===== src/rtl/gpio_port_pkg.sv =====
package gpio_port_pkg;
    localparam int ADDR_W = 2;

    typedef enum logic [ADDR_W-1:0] {
        RA_PINS  = 2'd0,
        RA_LATCH = 2'd1,
        RA_DIR   = 2'd2,
        RA_NONE  = 2'd3
    } reg_addr_e;
endpackage


===== src/rtl/gpio_sync.sv =====
module gpio_sync #(
    parameter int W = 7
) (
    input  logic         clk,
    input  logic         rst_n,
    input  logic [W-1:0] d_i,
    output logic [W-1:0] q_o
);
    typedef struct packed {
        logic [W-1:0] s1;
        logic [W-1:0] s2;
    } sync_t;

    sync_t st_d, st_q;

    always_comb begin
        st_d    = st_q;
        st_d.s1 = d_i;
        st_d.s2 = st_q.s1;
        if (!rst_n) begin
            st_d = '0;
        end
    end

    always_ff @(posedge clk) begin
        st_q <= st_d;
    end

    assign q_o = st_q.s2;

    // the second stage takes over what the first stage held one edge earlier
    a_r8_two_stage: assert property (@(posedge clk) disable iff (!rst_n)
        st_q.s2 == $past(st_q.s1));
endmodule


===== src/rtl/gpio_regs.sv =====
module gpio_regs
    import gpio_port_pkg::*;
#(
    parameter int W = 7
) (
    input  logic              clk,
    input  logic              rst_n,
    input  logic              wr_en,
    input  logic [ADDR_W-1:0] addr_i,
    input  logic [W-1:0]      wr_data,
    output logic [W-1:0]      dir_o,
    output logic [W-1:0]      lat_o
);
    typedef struct packed {
        logic [W-1:0] dir;
        logic [W-1:0] lat;
    } regs_t;

    regs_t rg_d, rg_q;

    always_comb begin
        rg_d = rg_q;
        if (wr_en) begin
            unique case (addr_i)
                RA_PINS, RA_LATCH: rg_d.lat = wr_data;
                RA_DIR:            rg_d.dir = wr_data;
                default:           rg_d     = rg_q;
            endcase
        end
        if (!rst_n) begin
            rg_d.dir = '1;
            rg_d.lat = '0;
        end
    end

    always_ff @(posedge clk) begin
        rg_q <= rg_d;
    end

    assign dir_o = rg_q.dir;
    assign lat_o = rg_q.lat;

    // with no write strobe, neither register moves
    a_r9_hold_idle: assert property (@(posedge clk) disable iff (!rst_n)
        !wr_en |=> (rg_q == $past(rg_q)));

    // a latch-path write is reflected in the latch one edge later
    a_r2_latch_load: assert property (@(posedge clk) disable iff (!rst_n)
        (wr_en && (addr_i == RA_PINS || addr_i == RA_LATCH)) |=> (lat_o == $past(wr_data)));
endmodule


===== src/rtl/gpio_drive.sv =====
module gpio_drive #(
    parameter int W      = 7,
    parameter int OD_BIT = 4
) (
    input  logic [W-1:0] dir_i,
    input  logic [W-1:0] lat_i,
    output logic [W-1:0] pin_o,
    output logic [W-1:0] pin_oe
);
    for (genvar i = 0; i < W; i++) begin : g_pin
        if (i == OD_BIT) begin : g_od
            assign pin_o[i]  = 1'b0;
            assign pin_oe[i] = ~dir_i[i] & ~lat_i[i];
        end else begin : g_pp
            assign pin_o[i]  = lat_i[i];
            assign pin_oe[i] = ~dir_i[i];
        end
    end
endmodule


===== src/rtl/gpio_port.sv =====
module gpio_port
    import gpio_port_pkg::*;
#(
    parameter int           W        = 7,
    parameter int           OD_BIT   = 4,
    parameter logic [W-1:0] ANA_MASK = 7'b0101111
) (
    input  logic              clk,
    input  logic              rst_n,
    input  logic              wr_en,
    input  logic [ADDR_W-1:0] addr,
    input  logic [W-1:0]      wr_data,
    output logic [W-1:0]      rd_data,
    input  logic [W-1:0]      ana_sel,
    input  logic [W-1:0]      pin_i,
    output logic [W-1:0]      pin_o,
    output logic [W-1:0]      pin_oe,
    output logic [W-1:0]      tap,
    output logic              tmr_clk
);
    localparam logic [W-1:0] OD_MASK = {{(W-1){1'b0}}, 1'b1} << OD_BIT;

    logic [W-1:0] dir_q;
    logic [W-1:0] lat_q;
    logic [W-1:0] lvl_q;
    logic [W-1:0] ana_eff;

    gpio_regs #(.W(W)) u_regs (
        .clk     (clk),
        .rst_n   (rst_n),
        .wr_en   (wr_en),
        .addr_i  (addr),
        .wr_data (wr_data),
        .dir_o   (dir_q),
        .lat_o   (lat_q)
    );

    gpio_sync #(.W(W)) u_sync (
        .clk   (clk),
        .rst_n (rst_n),
        .d_i   (pin_i),
        .q_o   (lvl_q)
    );

    gpio_drive #(.W(W), .OD_BIT(OD_BIT)) u_drive (
        .dir_i  (dir_q),
        .lat_i  (lat_q),
        .pin_o  (pin_o),
        .pin_oe (pin_oe)
    );

    assign ana_eff = ana_sel & ANA_MASK;
    assign tap     = lvl_q;
    assign tmr_clk = lvl_q[OD_BIT];

    always_comb begin
        unique case (addr)
            RA_PINS:  rd_data = lvl_q & ~ana_eff;
            RA_LATCH: rd_data = lat_q;
            RA_DIR:   rd_data = dir_q;
            default:  rd_data = '0;
        endcase
    end

    // a direction write sets the push-pull enables on the next edge
    a_r1_dir_enables: assert property (@(posedge clk) disable iff (!rst_n)
        (wr_en && addr == RA_DIR) |=> ((pin_oe & ~OD_MASK) == (~$past(wr_data) & ~OD_MASK)));

    // coming out of reset no pad is driven
    a_r4_released: assert property (@(posedge clk) disable iff (!rst_n)
        $rose(rst_n) |-> (pin_oe == '0));

    // a latch-path write with a one on the open-drain bit releases that pad
    a_r5_od_release: assert property (@(posedge clk) disable iff (!rst_n)
        (wr_en && (addr == RA_PINS || addr == RA_LATCH) && wr_data[OD_BIT])
            |=> !pin_oe[OD_BIT]);

    // the open-drain pad never presents a high value
    a_r5_od_low: assert property (@(posedge clk) disable iff (!rst_n)
        pin_oe[OD_BIT] |-> !pin_o[OD_BIT]);
endmodule


===== config.mk =====
export PLATFORM = sky130hd
export DESIGN_NAME = gpio_port
export DESIGN_NICKNAME = d
export VERILOG_FILES = /design/src/rtl/gpio_port_pkg.sv /design/src/rtl/gpio_sync.sv /design/src/rtl/gpio_regs.sv /design/src/rtl/gpio_drive.sv /design/src/rtl/gpio_port.sv
export SDC_FILE = /design/constraint.sdc
export NUM_CORES = 1
export LEC_CHECK = 0
export ABC_CLOCK_PERIOD_IN_PS = 1250
export BUFFER_PORTS_ARGS = -buffer_cell sky130_fd_sc_hd__buf_2
export CAP_MARGIN = 20
export CORE_UTILIZATION = 46
export CTS_CLUSTER_DIAMETER = 30
export DETAILED_ROUTE_END_ITERATION = 10
export PLACE_DENSITY_LB_ADDON = 0.1
export SLEW_MARGIN = 10
export SYNTH_ARGS = -nofsm -noshare
export SYNTH_HDL_FRONTEND = slang
export SYNTH_SLANG_ARGS = --single-unit

===== constraint.sdc =====
create_clock -name clk -period 1.25 [get_ports clk]
set_clock_uncertainty 0.1 [all_clocks]
set_input_delay 0.25 -clock clk [delete_from_list [all_inputs] [get_ports clk]]
set_output_delay 0.25 -clock clk [all_outputs]
set_load 0.02 [all_outputs]

==> summary.md, run 1 <==
| Metric | Value |
|---|---|
| Total of max-cap violations | `0` |
| CTS tree | `yes` |
| Port bufs | `51` |
| Post-Route Utilization | `around two thirds` |
| Number of antenna violations at the first check in global routing | `0` |
| Fraction of layout cells with a size suffix above 1 | `64.6%` |
| Final ANT Viol Nets | `0` |
| CP Capture Type | `output port` |
| Antenna diodes | `0` |
| Final hold vios | `0` |
| Initial Util | `49.9%` |
| Fmax | `0.650 GHz` |
| Synth Cell Area | `1260 sq um` |
| Min-delay worst type | `input port to register` |
| Fin Setup TNS | `-1.63 ns` |
| Number of synthesized register bits | `28` |
| Failing checks | `setup timing` |
| Area leader, netlist | `dfxtp_1` |
| Final instance area | `approximately 1700 sq um` |
| Setup CP Type | `register to output port` |
| Root buf cell | `clkbuf_4` |
| Num CTS Buffers | `3` |
| Post-synthesis cell type count | `21` |
| H-Tree Depth | `1` |
| CTS Buffer Depth | `2` |
| Initial DRC Count | `8` |
| Mapped Cells | `130` |
| Post-synth top area share | `around 45%` |
| Seq/Total Area, Yosys | `between 40% and 50%` |
| All-Layer GR Usage | `18.7%` |
| Pwr Total | `between 1.5 and 2 mW` |
| Setup ws final | `-0.288 ns` |
| CP Launch Type | `register` |
| Detailed-route DRC error count | `0` |
| RSZ-0062 raised after global routing | `yes` |
| Area contributors post-synth | `dfxtp_1, buf_4, mux2i_1` |
| Critical Path RT | `0.90 ns` |
| Tcrit/Tclk final | `123%` |
| CTS Sinks | `28` |
| Final net count | `202` |
| Grt ovf | `0` |
| Worst Reg-to-Reg Cells | `4` |
| Final cell count without fillers | `205` |
| Worst skew pair latency | `0.32 ns` |
| Final setup vio count | `9` |
| # fillers | `between 200 and 250` |
| Synth warn | `0` |
| Hold slack | `about 0.026 ns` |
| Placer Congestion | `0.695` |
| Worst-path maximum fanout | `2` |
| Post-Syn Nets | `156` |
| Wirelength, routed | `2.56 mm` |
| Largest net degree at the start of global routing | `17` |
| Vias in the first global route | `906` |
| Worst path slowest cell | `dfxtp_2` |
| Avg Vias per Cell | `4.83` |
| DR vias | `990` |
| Area Growth Syn to Fin | `32.6%` |
| Pwr per Cell Area | `1050 nW/um^2` |
| Chip height | `54.3 um` |
| Fin crit period | `~1.5 ns` |
| DR pass1 iterations | `4` |
| First-pass GRT wire length | `approximately 3.8 mm` |
| Die area | `2950 sq um` |
| Clock slew at the register clock pins of the worst setup and hold paths | `around 0.14 ns` |
| Hpwl dp | `roughly 1.9 mm` |
| DP Area | `1460 sq um` |
| Hold Path Cell Cnt | `2` |
| VDD IR max | `0.000828 V` |
| Lkg Pwr | `0.819 nW` |
| Row Count | `18` |
| Crit-path max cell delay | `0.36 ns` |
| CP arrival | `around 1.2 ns` |
| Status | `complete, but fails checks` |
| Routed length per instance | `12.5 um` |
| Core area | `2520 sq um` |
| Crit path cell chain | `nor3b_4 > a21oi_2 > o21ai_2 > buf_6` |
| I/O pin count | `55` |
| Hold Buf Count CTS | `0` |
| Final slew viol count | `0` |
| Post-Syn Area per Cell | `9.67 sq um` |
| Post-Place Cells | `slightly below 200` |
| Worst slack, placed | `-0.229 ns` |
| Chip Width | `54.3 um` |
cells by family (layout without fill, tap and decap cells):
family                 Yosys count  after routing  share of synthesized area, %
multiplexers                     9              9                          7.16
buffers and inverters           29             74                          15.9
AND/OR/NAND/NOR                 44             44                          20.3
AO/OA/AOI/OAI                   19             19                          11.7
flip-flops                      28             28                          44.6
other                            1              1                         0.298
flip-flops by register name, summed over array words and instances, names as in the netlist:
signal        flops
u_sync.st_q       7
u_sync.q_o        7
u_regs.lat_o      7
u_regs.dir_o      7
worst paths after layout:
kind	end	slack [ns]	startpoint
worst min-delay path	u_sync.st_q[7]$_SDFF_PN0_	0.03	pin_i[0]
worst min register to register	u_sync.q_o[6]$_SDFF_PN0_	0.35	u_sync.st_q[13]$_SDFF_PN0_
worst max register to register	u_regs.lat_o[6]$_SDFFE_PN0P_	0.26	u_regs.lat_o[6]$_SDFFE_PN0P_
worst max-delay path	rd_data[2]	-0.29	u_sync.q_o[2]$_SDFF_PN0_
cell usage in the layout (no fill, tap or decap), drive strengths merged, types with 4 or more instances in the layout:
cell	synthesis	routed
a21oi	5	5
dfxtp	28	28
inv	7	7
buf	21	63
clkbuf	1	4
nor3b	5	5
nand2	14	14
o21ai	7	7
nor2b	7	7
mux2i	9	9
o211ai	7	7
and2	14	14
power breakdown:
| group | leakage, nW | total (mW) | internal, mW | switching (mW) |
|---|---|---|---|---|
| Combinational | 0.565 | 0.358 | 0.172 | 0.186 |
| Sequential | 0.233 | 0.965 | 0.942 | 0.0233 |
| Clock | 0.0210 | 0.430 | 0.178 | 0.252 |
cell usage after synthesis, drive strengths merged:
master and number:
o211ai 7, mux2i 9, nand2b 1, nand2 14, and2 14, and2b 1, buf 21, clkbuf 1
and3b 1, inv 7, conb 1, nor3b 5, a21oi 5, o21ai 7, nor2 1, nor2b 7
dfxtp 28
layout make-up:
type	instances	area (sq um)	area share, %
Inverter	7	26.3	1.58
Tap cell	30	37.5	2.25
Multi-Input combinational cell	73	543	32.6
Clock buffer	4	36.3	2.18
Timing Repair Buffer	63	439	26.3
Sequential cell	28	586	35.1
layer usage:
layer	vias to the layer above	GRT usage, %	routed length (um)
met1	462	21.6	1100
met5	-	0	0
met3	2	3.06	125
met2	33	33.7	1320
li1	493	-	-
met4	0	7.69	20
critical path, delay by kind of cell, from the launching register on:
| family | cells | cell delay, ns |
|---|---|---|
| buf+inv | 1 | 0.13 |
| flops | 1 | 0.36 |
| simple gates | 1 | 0.19 |
| compound gates | 2 | 0.19 |
repair_timing:
item	4_1_cts	5_1_grt
gates cloned	0	0
setup buffers	1	2
gates resized for setup	40	22
pin swaps	3	2
setup endpoints to repair	14	19
(Power assumes the default switching activity.)
==> run 2: changes to the inputs <==
--- a/config.mk
+++ b/config.mk
@@ -5,14 +5,14 @@
 export SDC_FILE = /design/constraint.sdc
 export NUM_CORES = 1
 export LEC_CHECK = 0
-export ABC_CLOCK_PERIOD_IN_PS = 1250
+export ABC_CLOCK_PERIOD_IN_PS = 1900
 export BUFFER_PORTS_ARGS = -buffer_cell sky130_fd_sc_hd__buf_2
 export CAP_MARGIN = 20
-export CORE_UTILIZATION = 46
+export CORE_UTILIZATION = 50
 export CTS_CLUSTER_DIAMETER = 30
 export DETAILED_ROUTE_END_ITERATION = 10
 export PLACE_DENSITY_LB_ADDON = 0.1
-export SLEW_MARGIN = 10
+export SKIP_CTS_REPAIR_TIMING = 1
 export SYNTH_ARGS = -nofsm -noshare
 export SYNTH_HDL_FRONTEND = slang
 export SYNTH_SLANG_ARGS = --single-unit
==> constraint.sdc (replaced) <==
create_clock -name clk -period 1.9 [get_ports clk]
set_clock_uncertainty 0.1 [all_clocks]
set_input_delay 0.38 -clock clk [delete_from_list [all_inputs] [get_ports clk]]
set_output_delay 0.38 -clock clk [all_outputs]
set_load 0.02 [all_outputs]
==> summary.md, run 2 (synthesis results as in run 1) <==
| Metric | Value |
|---|---|
| Routed length per instance | `between 10 and 15 um` |
| Final hold vios | `0` |
| Initial Util | `54.7%` |
| DR pass1 iterations | `4` |
| Chip Width | `52.2 um` |
| Pwr Total | `between 1 and 1.5 mW` |
| Detailed-route DRC error count | `0` |
| Relative slew slack | `~54%` |
| Fmax | `0.549 GHz` |
| DP Area | `approximately 1400 sq um` |
| Final instance area | `1440 sq um` |
| Placer Congestion | `0.635` |
| Num CTS Buffers | `3` |
| Worst skew pair latency | `0.31 ns` |
| I/O pin count | `55` |
| Met1 Routed Length | `1.04 mm` |
| Initial DRC Count | `12` |
| Met3 routed WL | `125 um` |
| # fillers | `slightly above 200` |
| Number of antenna violations at the first check in global routing | `0` |
| Final setup vio count | `0` |
| Pwr per Cell Area | `831 nW/um^2` |
| Met2 routed WL | `around 1.1 mm` |
| Max Used Layer | `met4` |
| Vias in the first global route | `between 800 and 900` |
| Avg Vias per Cell | `just under 5` |
| Fraction of layout cells with a size suffix above 1 | `40.6%` |
| Worst-Margin Slew | `between 0.6 and 0.7 ns` |
| CTS tree | `yes` |
| Setup CP Type | `input port to output port` |
| Area of the multi-input gates | `497 sq um` |
| Area Growth Syn to Fin | `14.6%` |
| DR vias | `928` |
| Final slew viol count | `0` |
| Final ANT Viol Nets | `0` |
| Total of max-cap violations | `0` |
| Tcrit/Tclk final | `95.9%` |
| Min-delay worst type | `input port to register` |
| Fin Setup TNS | `0 ns` |
| Status | `completed` |
| Die area | `2720 sq um` |
| Port bufs | `around 50` |
| Fin crit period | `1.82 ns` |
| H-Tree Depth | `1` |
| Chip height | `between 50 and 60 um` |
| VDD IR max | `0.000487 V` |
| Clock slew at the register clock pins of the worst setup and hold paths | `about 0.15 ns` |
| CP arrival | `1.34 ns` |
| Lkg Pwr | `0.757 nW` |
| Wirelength, routed | `2.32 mm` |
| CP Capture Type | `output port` |
| Critical Path RT | `1.42 ns` |
| Antenna diodes | `0` |
| FF/Latch Area | `561 sq um` |
| Worst-path maximum fanout | `14` |
| Grt ovf | `0` |
| Core area | `2300 sq um` |
| Commonest non-fill, non-tap cell in the layout | `buf_2` |
| First-pass GRT wire length | `~3.7 mm` |
| RSZ-0062 raised after global routing | `no` |
| Final net count | `192` |
| CTS Buffer Depth | `2` |
| Row Count | `17` |
| CTS Sinks | `28` |
| Largest net degree at the start of global routing | `29` |
| Root buf cell | `clkbuf_4` |
| All-Layer GR Usage | `between 10% and 20%` |
| Hpwl dp | `1.63 mm` |
| Commonest cells after routing, fill and taps aside | `buf_2, dfxtp_1, and2_1` |
| CP Launch Type | `input port` |
==> run 2: changes by cell type in the layout (fill, tap and decap cells not counted), moves of 4 or more <==
cell and change:
buf_4 -14, inv_2 -6, dfxtp_1 +20, buf_2 +16, inv_1 +6, nor3b_1 +5, dfxtp_2 -20, o21ai_0 +6
o21ai_1 -4, nor3b_2 -4, buf_6 -11
==> run 2: worst paths after layout <==
path	endpoint	startpoint	cells past startpoint	slack, ns
max	rd_data[0]	addr[0]	5	0.08
max reg2reg	u_regs.lat_o[0]$_SDFFE_PN0P_	u_regs.lat_o[0]$_SDFFE_PN0P_	2	1.13
min	u_sync.st_q[13]$_SDFF_PN0_	pin_i[6]	2	0.15
min reg2reg	u_sync.q_o[0]$_SDFF_PN0_	u_sync.st_q[7]$_SDFF_PN0_	1	0.35
==> run 2: cell type report <==
class	count	share of cell area (%)
inverter	7	1.82
clock inverter	1	2.08
clock buffer	3	1.56
tap	28	2.43
timing repair buffer	53	18.8
multi-input combinational	73	34.5
sequential	28	38.9
==> run 2: worst max-delay path, cell delays in order <==
cell     delay (ns)
buf_2          0.20
and2b_1        0.39
nand2_1        0.09
o21ai_1        0.09
buf_2          0.19
==> run 2: layer usage <==
metal | track usage [%] | up-vias
met4 | 6.58 | 0
li1 | - | 477
met3 | 4.09 | 2
met1 | 22.1 | 416
met2 | 34.6 | 33
met5 | 0 | -
==> run 2: report_power, final <==
| part | internal [mW] | switching, mW |
|---|---|---|
| clock | 0.213 | 0.170 |
| combinational | 0.0754 | 0.110 |
| sequential | 0.616 | 0.0124 |
| total | 0.905 | 0.293 |
==> run 2: metrics by stage <==
step           cells  setup slack [ns]  utilization, %  hold slack (ns)
4_1_cts          193            0.0756            62.7            0.136
3_3_place_gp     189             0.102            60.5            0.313
2_1_floorplan    130             0.162               -            0.312
3_5_place_dp     189            0.0883            60.5            0.318
6_report         193            0.0778            62.7            0.146
5_1_grt          193            0.0192            62.7            0.136
==> run 3: changes to the inputs <==
--- a/config.mk
+++ b/config.mk
@@ -12,6 +12,8 @@
 export CTS_CLUSTER_DIAMETER = 30
 export DETAILED_ROUTE_END_ITERATION = 10
 export PLACE_DENSITY_LB_ADDON = 0.1
+export RECOVER_POWER = 25
+export REMOVE_ABC_BUFFERS = 1
 export SKIP_CTS_REPAIR_TIMING = 1
 export SYNTH_ARGS = -nofsm -noshare
 export SYNTH_HDL_FRONTEND = slang
==> summary.md, run 3 (synthesis results as in run 1) <==
| Metric | Value |
|---|---|
| All-Layer GR Usage | `between 10% and 20%` |
| Final ANT Viol Nets | `0` |
| # fillers | `between 200 and 250` |
| Root buf cell | `clkbuf_4` |
| CTS tree | `yes` |
| Antenna diodes | `0` |
| Total of max-cap violations | `0` |
| Avg Vias per Cell | `4.79` |
| Largest net degree at the start of global routing | `29` |
| Final net count | `193` |
| Commonest non-fill, non-tap cell in the layout | `buf_2` |
| Detailed-route DRC error count | `0` |
| VDD IR max | `approximately 0.00057 V` |
| Status | `completed` |
| Worst-path maximum fanout | `2` |
| Placer Congestion | `0.682` |
| DR vias | `930` |
| Fraction of layout cells with a size suffix above 1 | `41.0%` |
| Final slew viol count | `0` |
| Grt ovf | `0` |
| Final instance area | `1450 sq um` |
| Critical Path RT | `1.42 ns` |
| Worst path slowest cell | `dfxtp_1` |
| Core area | `2300 sq um` |
| Area Growth Syn to Fin | `15.2%` |
| Tcrit/Tclk final | `91.9%` |
| Initial Util | `54.7%` |
| CP arrival | `~1.3 ns` |
| Clock slew at the register clock pins of the worst setup and hold paths | `0.15 ns` |
| Chip Width | `52.2 um` |
| Pwr per Cell Area | `823 nW/um^2` |
| Final hold vios | `0` |
| Setup ws final | `0.154 ns` |
| Setup CP Type | `register to output port` |
| Die area | `2720 sq um` |
| Commonest cells after routing, fill and taps aside | `buf_2, dfxtp_1, nand2_1` |
| Row Count | `17` |
| CTS Sinks | `28` |
| Crit path cell chain | `nor3b_1 > a21oi_1 > o21ai_0 > buf_2` |
| CP Capture Type | `output port` |
| CTS Buffer Depth | `2` |
| Reg-to-reg slack, setup | `1.13 ns` |
| First-pass GRT wire length | `~3.6 mm` |
| CP Launch Type | `register` |
| Worst slack, placed | `0.0950 ns` |
| Worst skew pair latency | `0.32 ns` |
| Worst-Margin Slew | `1.10 ns` |
| Relative slew slack | `27.0%` |
| Port bufs | `51` |
| Fmax | `0.573 GHz` |
| Fin crit period | `1.75 ns` |
| Hold slack | `around 0.15 ns` |
| Vias in the first global route | `858` |
| Initial DRC Count | `8` |
| I/O pin count | `55` |
| Num CTS Buffers | `3` |
| Final setup vio count | `0` |
| Hpwl dp | `1.61 mm` |
| H-Tree Depth | `1` |
| RSZ-0062 raised after global routing | `no` |
| Wirelength, routed | `between 2 and 2.5 mm` |
| Min-delay worst type | `input port to register` |
| Lkg Pwr | `about 0.75 nW` |
| Chip height | `roughly 52 um` |
| Crit-path max cell delay | `0.36 ns` |
| DR pass1 iterations | `4` |
| Number of antenna violations at the first check in global routing | `0` |
| Routed length per instance | `11.6 um` |
| DP Area | `1400 sq um` |
| Fin Setup TNS | `0 ns` |
## run 3: cell count changes in the layout (fill, tap and decap cells not counted), sizes merged
cell | previous run | this run
clkbuf | 3 | 4
## run 3: worst paths after layout
path | from | to | depth (start not counted)
max | u_sync.q_o[5]$_SDFF_PN0_ | rd_data[5] | 4
max reg2reg | u_regs.lat_o[1]$_SDFFE_PN0P_ | u_regs.lat_o[1]$_SDFFE_PN0P_ | 2
min | pin_i[2] | u_sync.st_q[9]$_SDFF_PN0_ | 2
min reg2reg | u_sync.st_q[7]$_SDFF_PN0_ | u_sync.q_o[0]$_SDFF_PN0_ | 1
## run 3: metrics by stage
stage | power, mW | instances | utilization [%]
after floorplan | 0.743 | 108 | -
after global placement | 0.823 | 190 | 60.8
after detailed placement | 0.828 | 190 | 60.8
after CTS | 1.21 | 194 | 63.1
after global routing | 1.25 | 194 | 63.1
final | 1.19 | 194 | 63.1
## run 3: area by class of cell
type	count	area, sq um	area share (%)
sequential	28	561	38.7
multi-input combinational	73	498	34.4
timing repair buffer	54	277	19.1
tap	28	35.0	2.42
clock inverter	1	30.0	2.07
inverter	7	26.3	1.81
clock buffer	3	22.5	1.55
## run 3: power by group
part           leakage (nW)  internal, mW  total (mW)  switching, mW
Sequential            0.231         0.616       0.628         0.0125
Combinational         0.496        0.0761       0.185          0.108
Clock                0.0279         0.213       0.380          0.166
Total                 0.754         0.905        1.19          0.287
## run 3: layer usage
layer  share of wire (%)  vias up  track usage, %
li1                    -      478               -
met1                  44      419            20.3
met2                  50       31            33.1
met3                 4.9        2            3.51
met4                0.71        0            7.89
met5                   0        -               0
## run 3: worst max-delay path, delay by kind of cell (launching register included)
kind,cells,cell delay (ns)
flip-flops,1,0.36
buffers and inverters,1,0.19
AO/OA/AOI/OAI,2,0.22
AND/OR/NAND/NOR,1,0.18
